==> src/rtl/mmio_legacy_bridge.sv <==
module mmio_legacy_bridge #(
  parameter int          LOCAL_EN  = 1,
  parameter logic [11:0] LEG_BASE  = 12'h400,
  parameter int          LEG_BYTES = 32,
  parameter logic [11:0] EXT_BASE  = 12'h500,
  parameter int          EXT_REGS  = 11,
  parameter logic [11:0] LOC_BASE  = 12'h600,
  parameter logic [9:0]  PORT_BASE = 10'h3C0
) (
  input  logic        clk,
  input  logic        rst_n,
  input  logic        req_valid,
  input  logic        req_write,
  input  logic [11:0] req_addr,
  input  logic [1:0]  req_size,
  input  logic [31:0] req_wdata,
  output logic        busy,
  output logic        rsp_valid,
  output logic [31:0] rsp_rdata,
  output logic        port_req,
  output logic        port_write,
  output logic [9:0]  port_addr,
  output logic [7:0]  port_wdata,
  input  logic [7:0]  port_rdata,
  input  logic        port_ack,
  output logic        ext_req,
  output logic        ext_data_phase,
  output logic        ext_write,
  output logic [15:0] ext_wdata,
  input  logic [15:0] ext_rdata,
  input  logic        ext_ack,
  output logic        big_endian,
  output logic [7:0]  rev_id
);
  localparam logic [12:0] LEG_END = 13'(LEG_BASE) + 13'(LEG_BYTES);
  localparam logic [12:0] EXT_END = 13'(EXT_BASE) + 13'(2 * EXT_REGS);
  localparam logic [12:0] LOC_END = 13'(LOC_BASE) + 13'd8;
  localparam logic [31:0] MAGIC_BE = 32'hBEBEBEBE;
  localparam logic [31:0] MAGIC_LE = 32'h1E1E1E1E;

  typedef enum logic [2:0] {S_IDLE, S_PORT, S_EIDX, S_EDAT, S_DONE} state_t;

  state_t      st;
  logic        wr_q, be_q;
  logic [11:0] addr_q;
  logic [31:0] wdata_q, rdata_q;
  logic [1:0]  k, last_q;

  logic        in_leg, in_ext, in_loc, loc_ok;
  logic [11:0] loc_off, leg_a, leg_off, ext_a, ext_off;
  logic        leg_hit, ext_hit;

  assign in_leg  = ({1'b0, req_addr} >= 13'(LEG_BASE)) && ({1'b0, req_addr} < LEG_END);
  assign in_ext  = ({1'b0, req_addr} >= 13'(EXT_BASE)) && ({1'b0, req_addr} < EXT_END);
  assign in_loc  = (LOCAL_EN != 0) && ({1'b0, req_addr} >= 13'(LOC_BASE)) && ({1'b0, req_addr} < LOC_END);
  assign loc_off = req_addr - LOC_BASE;
  assign loc_ok  = req_size[1] && (req_addr[1:0] == 2'b00);

  assign leg_a   = addr_q + {10'b0, k};
  assign leg_off = leg_a - LEG_BASE;
  assign leg_hit = ({1'b0, leg_a} >= 13'(LEG_BASE)) && ({1'b0, leg_a} < LEG_END);
  assign ext_a   = addr_q + {9'b0, k, 1'b0};
  assign ext_off = ext_a - EXT_BASE;
  assign ext_hit = ({1'b0, ext_a} >= 13'(EXT_BASE)) && ({1'b0, ext_a} < EXT_END);

  assign busy       = (st != S_IDLE);
  assign rsp_valid  = (st == S_DONE);
  assign rsp_rdata  = rdata_q;
  assign big_endian = be_q;
  assign rev_id     = (LOCAL_EN != 0) ? 8'd2 : 8'd0;

  assign port_req   = (st == S_PORT) && leg_hit;
  assign port_write = wr_q;
  assign port_addr  = PORT_BASE + leg_off[9:0];
  assign port_wdata = wdata_q[{k, 3'b000} +: 8];

  assign ext_data_phase = (st == S_EDAT);
  assign ext_req        = ((st == S_EIDX) && ext_hit) || (st == S_EDAT);
  assign ext_write      = ext_data_phase ? wr_q : 1'b1;
  assign ext_wdata      = ext_data_phase ? wdata_q[{k[0], 4'b0000} +: 16] : {5'b0, ext_off[11:1]};

  always_ff @(posedge clk or negedge rst_n) begin
    if (!rst_n) begin
      st      <= S_IDLE;
      wr_q    <= 1'b0;
      be_q    <= 1'b0;
      addr_q  <= '0;
      wdata_q <= '0;
      rdata_q <= '0;
      k       <= '0;
      last_q  <= '0;
    end else begin
      case (st)
        S_IDLE: if (req_valid) begin
          wr_q    <= req_write;
          addr_q  <= req_addr;
          wdata_q <= req_wdata;
          rdata_q <= '0;
          k       <= '0;
          if (in_leg) begin
            st     <= S_PORT;
            last_q <= req_size[1] ? 2'd3 : {1'b0, req_size[0]};
          end else if (in_ext) begin
            st     <= S_EIDX;
            last_q <= {1'b0, req_size[1]};
          end else begin
            st <= S_DONE;
            if (in_loc && loc_ok) begin
              if (!req_write)
                rdata_q <= loc_off[2] ? (be_q ? MAGIC_BE : MAGIC_LE) : 32'd8;
              else if (loc_off[2]) begin
                if (req_wdata == MAGIC_BE)      be_q <= 1'b1;
                else if (req_wdata == MAGIC_LE) be_q <= 1'b0;
              end
            end
          end
        end
        S_PORT: if (!leg_hit || port_ack) begin
          if (leg_hit && !wr_q) rdata_q[{k, 3'b000} +: 8] <= port_rdata;
          if (k == last_q) st <= S_DONE;
          else k <= k + 2'd1;
        end
        S_EIDX: if (!ext_hit) begin
          if (k == last_q) st <= S_DONE;
          else k <= k + 2'd1;
        end else if (ext_ack) st <= S_EDAT;
        S_EDAT: if (ext_ack) begin
          if (!wr_q) rdata_q[{k[0], 4'b0000} +: 16] <= ext_rdata;
          if (k == last_q) st <= S_DONE;
          else begin
            k  <= k + 2'd1;
            st <= S_EIDX;
          end
        end
        S_DONE: st <= S_IDLE;
        default: st <= S_IDLE;
      endcase
    end
  end

  p_port_hold_r1: assert property (@(posedge clk) disable iff (!rst_n)
    port_req && !port_ack |=> port_req && $stable(port_addr) && $stable(port_wdata));

  p_index_then_data_r5: assert property (@(posedge clk) disable iff (!rst_n)
    ext_req && !ext_data_phase && ext_ack |=> ext_req && ext_data_phase);

  p_rsp_pulse_r10: assert property (@(posedge clk) disable iff (!rst_n)
    rsp_valid |=> !rsp_valid);

  p_rsp_quiet_r10: assert property (@(posedge clk) disable iff (!rst_n)
    rsp_valid |-> !port_req && !ext_req && busy);

  p_be_magic_r8: assert property (@(posedge clk) disable iff (!rst_n)
    (big_endian != $past(big_endian)) |->
      $past(req_valid && !busy && req_write && req_size[1] &&
            req_addr == LOC_BASE + 12'd4 &&
            (req_wdata == MAGIC_BE || req_wdata == MAGIC_LE)));
endmodule

==> config.mk <==
export PLATFORM = sky130hd
export DESIGN_NAME = mmio_legacy_bridge
export DESIGN_NICKNAME = d
export VERILOG_FILES = /design/src/rtl/mmio_legacy_bridge.sv
export SDC_FILE = /design/constraint.sdc
export NUM_CORES = 1
export LEC_CHECK = 0
export BUFFER_PORTS_ARGS = -buffer_cell sky130_fd_sc_hd__buf_4
export CORE_MARGIN = 2
export CORE_UTILIZATION = 35
export CTS_BUF_LIST = sky130_fd_sc_hd__clkbuf_16
export DETAILED_ROUTE_END_ITERATION = 6
export HOLD_SLACK_MARGIN = 0.03
export SLEW_MARGIN = 20
export SYNTH_ARGS = -nofsm -noshare
export SYNTH_HDL_FRONTEND = slang
export SYNTH_SLANG_ARGS = --single-unit
export TNS_END_PERCENT = 10
==> constraint.sdc <==
create_clock -name clk -period 3.8 [get_ports clk]
set_input_delay 0.38 -clock clk [delete_from_list [all_inputs] [get_ports clk]]
set_output_delay 0.38 -clock clk [all_outputs]
set_load 0.01 [all_outputs]
==> results.md <==
* Post-DP Area at 7312 um^2
* Finished Core Util at 45.71%
* Grt ovf at 0
* Clock slew seen by the registers of the worst setup and hold paths at 60 ps
* Most frequent cells in the layout: 166 x buf_4, 155 x nand2_1, 84 x dfrtp_1
* Setup TNS at 0 ps
* Pwr Density at 376.5 nW/um^2
* Overall global routing resource usage at 21.62%
* Crit-path slowest cell: or3_1
* Sw frac at 33.17%
* Cell area after layout at 7635 um^2
* Max Slew Vio Count at 0
* Part of the power in the clock network at 31.7%
* Mean Syn Cell Area at 8.402 um^2
* Drt drc at 0
* Crit path cell chain: buf_4 -> ha_1 -> a21oi_2 -> or3_1 -> xnor2_2 -> ha_1 -> a311oi_2 -> nand4_1 -> nand2_1 -> buf_4
* Worst skew pair latency at 350 ps
* Global-route wire length before repair at 30580 um
* Relative slew margins at 35.62%
* Post-synthesis sequential area ratio at 35.36%
* WL/cell at 18.36 um
* Number of synthesized flops with an enable pin at 0
* Final nets at 936
* Core Rows at 47
* CP arrival at 3240 ps
* Top Ports at 158
* Largest net degree at the start of global routing at 66
* # resized after CTS at 1
* Commonest non-fill, non-tap cell in the layout: buf_4
* Filler cells at 1721
* Placer Congestion at 0.8476
* Die Ht at 135.1 um
* Post-DRT Antenna Nets at 0
* Status: complete, no violations
* Clock Sinks at 85
* Endpoints failing hold at 0
* Most common flop cell mapped by yosys: dfrtp_1
* Power after layout at 2.875 mW
* ANT cells at 0
* RSZ-0062 raised after global routing: false
* CP max FO at 9
* Initial core utilization at 36.02%
* Post-Layout Cell Count at 1070
* Share of cells above drive strength 1 at 24.59%
* Hold_buf cts at 0
* Full die area at 18250 um^2
* Seq pwr share at 40.6%
* Antenna violations before repair at 0
* Chip width at 135.1 um
* Worst IR drop on VDD at 0.2239 mV
* CORE AREA at 16700 um^2
* First-iteration detailed-routing DRC count at 422
* Worst min-delay path class: input pin to async pin
* CTS H-Tree Depth at 3
* Clk buf depth at 2
* Post-DP HPWL at 14070 um
* Via density at 5.395
* Crit. End Element: output port
* CP peak stage delay at 470 ps
* Flop and latch count out of synthesis at 85
* Post-Route Skew at 7.014 ps
* Dpl ws at 369.6 ps
* Post-synth ARST share at 100.0%
* Critical path type: flop to output port
* Post-Syn Area at 6016 um^2
* Vias at 5773
* Buffers on Ports at 149
* Req. time, crit path at 3420 ps
* # Post-CTS Setup Buffers at 0
* Startpoint Class: flop
* First-pass DRT Iterations at 4
* Fmax at 0.2765 GHz
* Smallest hold slack at 129.2 ps
* P_sw at 0.9536 mW
* Number of global-route vias before repair at 5466
* YS warnings at 0
* CTS tree: done
* Final setup viols at 0
* Distinct cells, synth at 62
* Min cycle time layout at 3617 ps
* Syn Inst Count at 716
* Logic gate share of total power at 27.7%
* Maxcap violations at 0
* Leakage dissipation at 3.410 nW
* Clock root cell: clkbuf_16
* Num CTS Buffers at 9
* Area grow syn2layout at 26.91%
* Slack of the critical path at 183.0 ps
* Final WL at 19650 um
* Internal power at 1.921 mW
* Final worst-path cycle share at 95.18%
* Slew @ Worst Pin at 965.7 ps
* Placed cells at 1054
layer usage:
layer | GRT usage, % | vias to the layer above | wire [um]
met2 | 33.81 | 206 | 9157
li1 | - | 2767 | -
met1 | 31.53 | 2782 | 9180
met5 | 0 | - | 0
met4 | 6.366 | 0 | 284
met3 | 2.515 | 18 | 1028
power groups by stage:
stage          clock network, mW  registers [mW]  logic [mW]
3_5_place_dp                   0            1.18       0.797
5_1_grt                    0.963            1.19       0.878
4_1_cts                    0.924            1.17       0.801
3_3_place_gp                   0            1.18       0.787
2_1_floorplan                  0            1.13       0.464
6_report                   0.911            1.17       0.796
cells by family (layout without fill, tap and decap cells):
group | after synthesis | after routing | share of synthesized area (%)
compound gates | 175 | 175 | 18.53
xor+xnor | 25 | 25 | 3.640
fa+ha+maj | 15 | 15 | 3.369
buf+inv | 74 | 202 | 5.740
flops | 85 | 85 | 35.36
mux | 48 | 48 | 9.650
other cells | 2 | 8 | 0.1248
simple gates | 292 | 292 | 23.59
critical path, delay by kind of cell (launching register included):
kind	cells	cell delay [ps]
AND/OR/NAND/NOR	3	930
XOR/XNOR	1	190
buffers and inverters	2	380
flip-flops	1	460
AO/OA/AOI/OAI	2	380
adder cells (fa/ha/maj)	2	560
cell usage after synthesis (3+ instances only):
cell type	number	share of area, %
or3_1	3	0.31
o21ai_0	25	2.1
xnor2_1	17	2.5
a21oi_1	71	5.9
nor3_1	11	0.92
buf_1	3	0.19
buf_2	9	0.75
mux2i_1	40	6.7
ha_1	13	2.7
nand2b_1	4	0.42
nor4_1	8	0.83
nand2_1	156	9.7
inv_1	17	1.1
dfrtp_1	85	35
a211oi_1	5	0.62
nand4_1	7	0.73
o22a_1	23	3.3
mux4_2	8	3.0
xor2_1	8	1.2
buf_4	13	1.6
a31oi_1	24	2.5
a22o_1	8	1.2
clkbuf_1	29	1.8
nand3b_1	3	0.37
nor2b_1	38	4.0
nor2_1	28	1.7
and2_1	4	0.42
nand3_1	14	1.2
flip-flops by register name, indices dropped and copies added (netlist names):
signal and cells:
addr_q 12, big_endian 1, k 2, last_q 2, port_write 1, rsp_rdata 32, st 3, wdata_q 32
final cells by class:
type,count,area (um^2),area share [%]
Timing Repair Buffer,167,1266,16.58
Multi-Input combinational cell,563,3595,47.08
Clock buffer,9,225.2,2.950
Inverter,19,71.32,0.9341
Sequential cell,85,2128,27.88
Clock inverter,7,73.82,0.9669
Tap cell,220,275.3,3.605
path summary, 6_finish.rpt:
| path | depth (start not counted) | start | slack (ps) | endpoint |
|---|---|---|---|---|
| worst max register to register | 13 | addr_q[0] | 340 | rsp_rdata[6] |
| worst min-delay path | 1 | rst_n | 130 | wdata_q[12] |
| max in group asynchronous | 2 | rst_n | 2830 | addr_q[9] |
| worst min register to register | 2 | wdata_q[6] | 500 | wdata_q[6] |
| min in group clk | 3 | req_wdata[20] | 240 | wdata_q[20] |
| worst max-delay path | 10 | k[1] | 180 | ext_req |
Note: power is estimated with default switching activity, not from simulation.
